### config.mk
export PLATFORM = sky130hd
export DESIGN_NAME = mb_addr_gen
export DESIGN_NICKNAME = d
export VERILOG_FILES = /design/src/rtl/mbag_pkg.sv /design/src/rtl/mbag_ref.sv /design/src/rtl/mbag_axis.sv /design/src/rtl/mb_addr_gen.sv
export SDC_FILE = /design/constraint.sdc
export NUM_CORES = 1
export LEC_CHECK = 0
export ABC_AREA = 0
export ABC_CLOCK_PERIOD_IN_PS = 11570
export BUFFER_PORTS_ARGS = -buffer_cell sky130_fd_sc_hd__buf_4
export CORE_MARGIN = 1
export CORE_UTILIZATION = 32
export CTS_BUF_LIST = sky130_fd_sc_hd__clkbuf_4 sky130_fd_sc_hd__clkbuf_8
export DETAILED_ROUTE_END_ITERATION = 10
export SLEW_MARGIN = 20
export SYNTH_ARGS = -nofsm -noshare
export SYNTH_HDL_FRONTEND = slang
export SYNTH_SLANG_ARGS = --single-unit
### constraint.sdc
create_clock -name clk -period 11.57 [get_ports clk]
set_input_delay 1.157 -clock clk [delete_from_list [all_inputs] [get_ports clk]]
set_output_delay 1.157 -clock clk [all_outputs]
set_load 0.05 [all_outputs]
### src/rtl/mbag_pkg.sv
package mbag_pkg;
    localparam int FRM_W     = 2;
    localparam int FRAMES    = 1 << FRM_W;
    localparam int MB_W      = 5;
    localparam int BLK_W     = 2;
    localparam int PIX_W     = 4;
    localparam int MB_COLS   = 22;
    localparam int MB_ROWS   = 18;
    localparam int LINE_PIX  = MB_COLS * 16;
    localparam int ROW_PIX   = MB_ROWS * 16;
    localparam int FRAME_PIX = LINE_PIX * ROW_PIX;
    localparam int ADDR_W    = $clog2(FRAMES * FRAME_PIX) + 1;
    localparam int CRD_W     = MB_W + 4;
    localparam int ABS_W     = CRD_W + 1;
    localparam int NAXIS     = 2;

    typedef enum logic [1:0] {
        OP_SET   = 2'd0,
        OP_STEP  = 2'd1,
        OP_BURST = 2'd2,
        OP_NONE  = 2'd3
    } op_e;

    typedef struct packed {
        logic [FRM_W-1:0] frame;
        logic [MB_W-1:0]  mbx;
        logic [BLK_W-1:0] bx;
        logic [PIX_W-1:0] px;
        logic [MB_W-1:0]  mby;
        logic [BLK_W-1:0] by;
        logic [PIX_W-1:0] py;
    } fields_t;

    typedef struct packed {
        logic [FRM_W-1:0] frame;
        logic [MB_W-1:0]  mbx;
        logic             bx;
        logic [2:0]       px;
        logic [MB_W-1:0]  mby;
        logic             by;
        logic [2:0]       py;
    } pos_t;

    // mb*16 + blk*8 + pix is a plain bit concatenation
    function automatic logic [CRD_W-1:0] coord(input logic [MB_W-1:0] mb,
                                               input logic b,
                                               input logic [2:0] p);
        return {mb, b, p};
    endfunction

    // signed step of a macroblock index, wrapped into [0, lim)
    function automatic logic [MB_W-1:0] wrap_mb(input logic [MB_W-1:0] cur,
                                                input logic [MB_W-1:0] d,
                                                input logic signed [MB_W+1:0] lim);
        logic signed [MB_W+1:0] s;
        s = $signed({2'b00, cur}) + $signed({{2{d[MB_W-1]}}, d});
        if (s < 0)
            s = s + lim;
        else if (s >= lim)
            s = s - lim;
        return s[MB_W-1:0];
    endfunction
endpackage

### src/rtl/mbag_ref.sv
module mbag_ref
    import mbag_pkg::*;
(
    input  logic    clk,
    input  logic    rst,
    input  logic    set_en,
    input  logic    step_en,
    input  fields_t f,
    output pos_t    pos
);
    localparam logic signed [MB_W+1:0] LIM_X = (MB_W+2)'(MB_COLS);
    localparam logic signed [MB_W+1:0] LIM_Y = (MB_W+2)'(MB_ROWS);

    always_ff @(posedge clk) begin
        if (rst) begin
            pos <= '0;
        end else if (set_en) begin
            pos.frame <= f.frame;
            pos.mbx   <= f.mbx;
            pos.bx    <= f.bx[0];
            pos.px    <= f.px[2:0];
            pos.mby   <= f.mby;
            pos.by    <= f.by[0];
            pos.py    <= f.py[2:0];
        end else if (step_en) begin
            pos.frame <= pos.frame + f.frame;
            pos.mbx   <= wrap_mb(pos.mbx, f.mbx, LIM_X);
            pos.bx    <= pos.bx ^ f.bx[0];
            pos.px    <= pos.px + f.px[2:0];
            pos.mby   <= wrap_mb(pos.mby, f.mby, LIM_Y);
            pos.by    <= pos.by ^ f.by[0];
            pos.py    <= pos.py + f.py[2:0];
        end
    end
endmodule

### src/rtl/mbag_axis.sv
module mbag_axis
    import mbag_pkg::*;
(
    input  logic             clk,
    input  logic             rst,
    input  logic             load,
    input  logic             step,
    input  logic [MB_W-1:0]  lim_mb,
    input  logic             lim_b,
    input  logic [2:0]       lim_p,
    output logic [CRD_W-1:0] off,
    output logic             last
);
    logic [MB_W-1:0] mb_q;
    logic            b_q;
    logic [2:0]      p_q;

    always_ff @(posedge clk) begin
        if (rst || load) begin
            mb_q <= '0;
            b_q  <= 1'b0;
            p_q  <= '0;
        end else if (step) begin
            if (p_q == lim_p) begin
                p_q <= '0;
                if (b_q == lim_b) begin
                    b_q  <= 1'b0;
                    mb_q <= (mb_q == lim_mb) ? '0 : mb_q + 1'b1;
                end else begin
                    b_q <= 1'b1;
                end
            end else begin
                p_q <= p_q + 1'b1;
            end
        end
    end

    assign last = (mb_q == lim_mb) && (b_q == lim_b) && (p_q == lim_p);
    assign off  = coord(mb_q, b_q, p_q);
endmodule

### src/rtl/mb_addr_gen.sv
module mb_addr_gen
    import mbag_pkg::*;
(
    input  logic              clk,
    input  logic              rst,
    input  logic              cmd_valid,
    input  logic [1:0]        cmd_op,
    input  logic              cmd_col,
    input  logic              cmd_wr,
    input  logic [FRM_W-1:0]  cmd_frame,
    input  logic [MB_W-1:0]   cmd_mbx,
    input  logic [BLK_W-1:0]  cmd_bx,
    input  logic [PIX_W-1:0]  cmd_px,
    input  logic [MB_W-1:0]   cmd_mby,
    input  logic [BLK_W-1:0]  cmd_by,
    input  logic [PIX_W-1:0]  cmd_py,
    output logic              out_valid,
    output logic              out_wr,
    output logic [ADDR_W-1:0] out_addr,
    output logic              done
);
    fields_t f;
    pos_t    pos;
    op_e     op;
    logic    accept, busy, col_q, wr_q, end_q, burst_end;

    logic [MB_W-1:0]  lim_mb [NAXIS];
    logic             lim_b  [NAXIS];
    logic [2:0]       lim_p  [NAXIS];
    logic [CRD_W-1:0] off    [NAXIS];
    logic [CRD_W-1:0] refc   [NAXIS];
    logic [ABS_W-1:0] absc   [NAXIS];
    logic             last   [NAXIS];
    logic             step   [NAXIS];

    assign f      = '{frame: cmd_frame, mbx: cmd_mbx, bx: cmd_bx, px: cmd_px,
                      mby: cmd_mby, by: cmd_by, py: cmd_py};
    assign op     = op_e'(cmd_op);
    assign accept = cmd_valid && !busy;

    mbag_ref u_ref (
        .clk     (clk),
        .rst     (rst),
        .set_en  (accept && op == OP_SET),
        .step_en (accept && op == OP_STEP),
        .f       (f),
        .pos     (pos)
    );

    assign refc[0] = coord(pos.mbx, pos.bx, pos.px);
    assign refc[1] = coord(pos.mby, pos.by, pos.py);

    // row order: X runs every cycle, Y advances on X wrap; column swaps them
    assign step[0] = busy && (col_q ? last[1] : 1'b1);
    assign step[1] = busy && (col_q ? 1'b1 : last[0]);

    generate
        for (genvar a = 0; a < NAXIS; a++) begin : g_axis
            mbag_axis u_axis (
                .clk    (clk),
                .rst    (rst),
                .load   (accept && op == OP_BURST),
                .step   (step[a]),
                .lim_mb (lim_mb[a]),
                .lim_b  (lim_b[a]),
                .lim_p  (lim_p[a]),
                .off    (off[a]),
                .last   (last[a])
            );
            assign absc[a] = {1'b0, refc[a]} + {1'b0, off[a]};
        end
    endgenerate

    assign burst_end = busy && last[0] && last[1];

    always_ff @(posedge clk) begin
        if (rst) begin
            busy  <= 1'b0;
            col_q <= 1'b0;
            wr_q  <= 1'b0;
            for (int a = 0; a < NAXIS; a++) begin
                lim_mb[a] <= '0;
                lim_b[a]  <= 1'b0;
                lim_p[a]  <= '0;
            end
        end else if (accept && op == OP_BURST) begin
            busy      <= 1'b1;
            col_q     <= cmd_col;
            wr_q      <= cmd_wr;
            lim_mb[0] <= cmd_mbx;
            lim_b[0]  <= cmd_bx[0];
            lim_p[0]  <= cmd_px[2:0];
            lim_mb[1] <= cmd_mby;
            lim_b[1]  <= cmd_by[0];
            lim_p[1]  <= cmd_py[2:0];
        end else if (burst_end) begin
            busy <= 1'b0;
        end
    end

    always_ff @(posedge clk) begin
        if (rst) begin
            out_valid <= 1'b0;
            out_wr    <= 1'b0;
            out_addr  <= '0;
            end_q     <= 1'b0;
            done      <= 1'b0;
        end else begin
            out_valid <= busy;
            out_wr    <= busy && wr_q;
            out_addr  <= ADDR_W'(pos.frame) * ADDR_W'(FRAME_PIX)
                       + ADDR_W'(absc[1]) * ADDR_W'(LINE_PIX)
                       + ADDR_W'(absc[0]);
            end_q     <= burst_end;
            done      <= out_valid && end_q;
        end
    end
endmodule

; After elaboration in Yosys (flattened, before gate mapping)
; Memories as Yosys holds them, arrays and structs flattened.
; Index checks and enable logic that the tools add are counted.
[classes]
mul = 2
n_eq_ne = 8
muxes = 27
order_cmp = 4
n_addsub = 17
reduce_logical = 23
bitwise_logic = 8
[ops]
columns = cell, count
row1 = $mux 20, 2
row2 = $mux 5, 8
row3 = $add 19x19->20, 1
row4 = $add 20x10->20, 1
row5 = $add 9x9->10, 2
row6 = $add 6x5->7, 2
row7 = $ge 7x6->1 const B, 2
row8 = $logic_and 1x1->1, 14
row9 = $lt 7x1->1 const B, 2
row10 = $mul 10x4->14 const B, 1
row11 = $mux 1, 13
row12 = $mux 3, 4
row13 = $add 5x1->5 const B, 2
row14 = $add 5x5->5 const B, 2
row15 = $eq 5x5->1, 2
row16 = $sub 5x5->5 const B, 2
row17 = $mul 2x7->9 const B, 1
row18 = $add 3x1->3 const B, 2
row19 = $add 3x3->3, 2
row20 = $eq 3x3->1, 2
row21 = $or 1x1->1, 6
row22 = $reduce_and 3->1, 2
row23 = $reduce_and 2->1, 2
row24 = $reduce_bool 2->1, 2
row25 = 8 further kinds, 10
[word_totals]
elab_cells = 113
reg_bits = 65
inputBits = 31
n_memories = 3
out_inout_bits = 23
ram_bits = 18
[memory_table]
columns = memory, words, word_bits, rd, rd_clocked_by_memory_dff, write_ports, line_no
row1 = lim_mb, 2, 5, 2, 0, 2, mb_addr_gen.sv:27  ; logic [MB_W-1:0] lim_mb [NAXIS];
row2 = lim_p, 2, 3, 2, 0, 2, mb_addr_gen.sv:29  ; logic [2:0] lim_p [NAXIS];
row3 = lim_b, 2, 1, 2, 0, 2, mb_addr_gen.sv:28  ; logic lim_b [NAXIS];

; Longest topological paths before layout
; An unclocked memory read counts as a cell.
[depth]
word_depth = 8
depth_mapped = 27
depth_no_buf = 27

; By module
; From an unflattened synthesis, not the netlist that was laid out.
[hier_totals]
cells_unflattened = 840
hier_area_um2 = 7183.1
[by_module_without_submodules]
columns = mod, area_each_um2, instances, cells_each, seq_area_each_um2
row1 = mb_addr_gen, 4076.4, 1, 454, 1081.0
row2 = mbag_ref, 1975.6, 1, 258, 400.4
row3 = mbag_axis, 565.5, 2, 64, 180.2

; Least setup slack after synthesis
; OpenSTA, ideal clock, no wires.
[synth_path]
path_kind = register -> register
startpoint = register g_axis[1].u_axis.p_q[0]
endpoint = register out_addr[18]
arrival_time_ps = 5159
required_time_ps = 11438
path_slack_ps = 6279
setup_time_ps = 132
path_stages_with_launch = 27
n_path_buf = 0
period_less_slack_ps = 5291
cell_sequence = dfxtp_1 > ha_1 > inv_1 > fa_1 > nor2b_1 > o21ai_0 > a21oi_1 > o21ai_0 > a21oi_1 > xnor2_1 > fa_1 > inv_1 > ha_1 > or2_2 > a21oi_1 > a211oi_1 > a211oi_1 > xnor2_1 > ha_1 > ha_1 > a21o_1 > a21o_1 > nand2_1 > nor2_1 > a211oi_1 > and3b_1 > nor3_1
[synth_via]
elab_chain_len = 4
[synth_rtl]
columns = item, line_no
row1 = from (decl), mbag_axis.sv:16  ; logic [2:0] p_q;
row2 = from (signal assigned), mbag_axis.sv:33  ; p_q <= p_q + 1'b1;
row3 = $add 9x9->10, mb_addr_gen.sv:70  ; assign absc[a] = {1'b0, refc[a]} + {1'b0, off[a]};
row4 = $mul 10x4->14, mb_addr_gen.sv:112  ; + ADDR_W'(absc[1]) * ADDR_W'(LINE_PIX)
row5 = $add 19x19->20, mb_addr_gen.sv:112
row6 = $add 20x10->20, mb_addr_gen.sv:113  ; + ADDR_W'(absc[0]);
row7 = to (signal assigned), mb_addr_gen.sv:111  ; out_addr <= ADDR_W'(pos.frame) * ADDR_W'(FRAME_PIX)
row8 = to (decl), mb_addr_gen.sv:19  ; output logic [ADDR_W-1:0] out_addr,
; Every way passes these cells.
; A chain may end at the register's enable or synchronous reset.

; Worst setup path in the final report
; Ends and elaborated chain as after synthesis.

==> flow_summary.toml <==
[cts]
holdBufCountCts = 0
clock_path_buffers = 2
cts_tree = "done"
clock_latency_ns = 0.38
post_cts_resized = 0
cts_buffers = 9
path_clk_slew_ns = 0.09
clock_sinks = 83
post_cts_buffers = 0
cts-root-buf = "clkbuf_8"
htree_levels = 3

[timing]
rsz0062_at_grt = "false"
hold_viol = 0
drv_slew = 0
min_period_ns = 5.83
setup_viol_count_final = 0
slew_headroom_pct = 43.4
max_freq_mhz = 171
period_share_pct = 50.4
fin_tns_setup_ns = 0
skew_ns = 0.0130
tightestPinTransition_ns = 0.843

[placed_design]
dp_hpwl_mm = 11.8
io_buffers = 49
place.gp.congestion = 0.818

[logic_synthesis]
syn_nets = 915
synth_area_um2 = 6820
synth-main-ff-cell = "dfxtp_1"
syn_area_per_cell_um2 = 8.71
syn_inst = 783
synth_edf_count = 18
synthTopCellsByArea = "dfxtp_1 (19%), ha_1 (15%), edfxtp_1 (7.9%)"
synth_top_cell_area_share_pct = 19.1
synth_most_common_cell = "inv_1"
ys_seq_elements = 83
yosysTopAreaCell = "dfxtp_1"
synth_common_cells = "inv_1 (86), ha_1 (84), nor2_1 (72)"
yosysSeqAreaShare_pct = 27.0
async_flop_share_pct = 0
yosys.cell_types.count = 76
yosysWarnings = 0

[finish]
n_antenna_cell = 0
nets = 959
final_util_pct = 36.7
n_fill_cell = 2196
syn_to_final_growth_pct = 12.7
drive_gt1_share_pct = 10.3

[floorplanning]
die_area_um2 = 21900
die_h_um = 148
initial_core_util_pct = 32.5
core_um2 = 21000
num_rows = 53
boundaryPins = 54
die_width_um = 148

[route]
via_count = 5475
vias_per_cell = 4.95
drtIter0Drc = 268
firstDrtPassIters = 4
routed_wl_mm = 15.2
ant_nets = 0
drc = 0
post_drt_wl_per_cell_um = 13.7

[pwr]
ir_drop_uv = 49.3
pwr-share-clk_pct = 27.3
p_per_area_nw_per_um2 = 109
internal_power_uw = 533
p_sw_share_pct = 36.5
total_power_uw = 839
p_sw_uw = 306
p_comb_share_pct = 33.6
seqPwrFrac_pct = 39.0
p_leak_uw = 0.00346

[setup_path]
cp_max_fo = 5
critPathRequiredTime_ns = 11.81
reg2reg_to = "out_addr[18]$_SDFF_PP0_"
ff2ff_setup_slack_ns = 5.74
reg2reg_depth = 26
cp_data_arrival_time_ns = 6.07
worstSetupPathType = "reg -> reg"
cp_common_cell = "ha_1"
crit_path_start_kind = "flip-flop"
cp_slowest_stage_delay_ns = 0.54
cp_slowest_cell = "fa_1"
critPathCaptureType = "flip-flop"
r2r_start = "g_axis[1].u_axis.p_q[0]$_SDFFE_PP0P_"

[global_routing]
first_global_vias = 5118
track_usage_pct = 14.4
grt_pass1_wl_mm = 25.1
antenna_found_initial = 0
grt_max_degree = 58
busiest_layer = "met2"
gr-total-overflow = 0
globalRouteMet1Util_pct = 19.6
grtUsageMet3_pct = 2.93
use_met2_pct = 23.1

[run]
cap_violations = 0

[worst_hold_path]
hold_path.class = "reg -> reg"
worstHoldPathCells = 2
min_to = "done$_SDFF_PP0_"
min_from = "end_q$_SDFF_PP0_"

[run_status]
run_status = "complete, no violations"
layout make-up:
cell class / instances / area, µm² / area share, %
Inverter: 86 / 323 / 4.20
Sequential cell: 83 / 1840 / 24.0
Multi-Input combinational cell: 597 / 4590 / 59.8
Timing Repair Buffer: 50 / 375 / 4.88
Tap cell: 275 / 344 / 4.48
Clock buffer: 10 / 138 / 1.79
Clock inverter: 6 / 71.3 / 0.928
stage by stage:
step                      std cells  hold WS (ns)  worst slack (ns)  cell area (µm²)
after CTS                      1107         0.447              5.68             7680
after global placement         1091         0.443              5.76             7470
after floorplan                 783         0.395              6.28             6820
after global routing           1107         0.467              5.27             7690
final                          1107         0.448              5.74             7690
after detailed placement       1091         0.435              5.71             7470
flip-flops by register name (all words and copies together) (netlist names):
name / cells
lim_b: 2
g_axis.u_axis.p_q: 6
end_q: 1
g_axis.u_axis.mb_q: 10
u_ref.pos: 20
done: 1
lim_mb: 10
busy: 1
wr_q: 1
out_addr: 20
out_valid: 1
g_axis.u_axis.b_q: 2
lim_p: 6
out_wr: 1
col_q: 1
layer usage:
metal  wire, µm  up-vias
li1           -     2846
met1       7550     2528
met2       6910       84
met3        544       17
met4        170        0
met5          0        -
placed cells by master (no fill, tap or decap), drive strengths merged, types with 18 or more instances in the layout:
| master | count |
|---|---|
| ha | 84 |
| nor3 | 23 |
| nor2 | 72 |
| edfxtp | 18 |
| xnor2 | 26 |
| and2 | 24 |
| dfxtp | 65 |
| xor2 | 32 |
| inv | 88 |
| nand2 | 33 |
| nor2b | 18 |
| a21oi | 46 |
| o21ai | 36 |
| buf | 50 |
how the worst max path moves through the flow:
stage	startpoint	end	slack [ns]	depth (start not counted)
floorplan	g_axis[1].u_axis.p_q[0]$_SDFFE_PP0P_	out_addr[18]$_SDFF_PP0_	6.28	26
global placement	g_axis[1].u_axis.p_q[0]$_SDFFE_PP0P_	out_addr[18]$_SDFF_PP0_	5.76	26
detailed placement	g_axis[1].u_axis.p_q[0]$_SDFFE_PP0P_	out_addr[18]$_SDFF_PP0_	5.71	26
CTS	g_axis[1].u_axis.p_q[0]$_SDFFE_PP0P_	out_addr[18]$_SDFF_PP0_	5.68	26
global route	g_axis[1].u_axis.p_q[0]$_SDFFE_PP0P_	out_addr[18]$_SDFF_PP0_	5.27	26
finish	g_axis[1].u_axis.p_q[0]$_SDFFE_PP0P_	out_addr[18]$_SDFF_PP0_	5.74	26
cell families (layout without fill, tap and decap cells):
kind of cell	count (synthesis)	in the layout	share of synthesized area (%)
simple gates	242	242	18.7
compound gates	177	177	17.7
buf+inv	103	152	5.67
fa+ha+maj	101	101	20.4
flops	83	83	27.0
xor+xnor	58	58	7.67
mux	19	19	2.83
power by group through the flow:
stage / logic [µW] / clock network, µW / registers, µW
final: 282 / 229 / 327
after global routing: 315 / 246 / 330
after CTS: 285 / 238 / 328
after detailed placement: 283 / 0 / 334
after global placement: 280 / 0 / 334
after floorplan: 181 / 0 / 365
critical path: cells and delay by family (launching register included):
family	cells	cell delay (ns)
xor+xnor	2	0.29
compound gates	10	2.02
flops	1	0.43
fa+ha+maj	6	2.09
simple gates	6	0.76
buf+inv	2	0.09
Note: power is estimated with default switching activity, not from simulation.
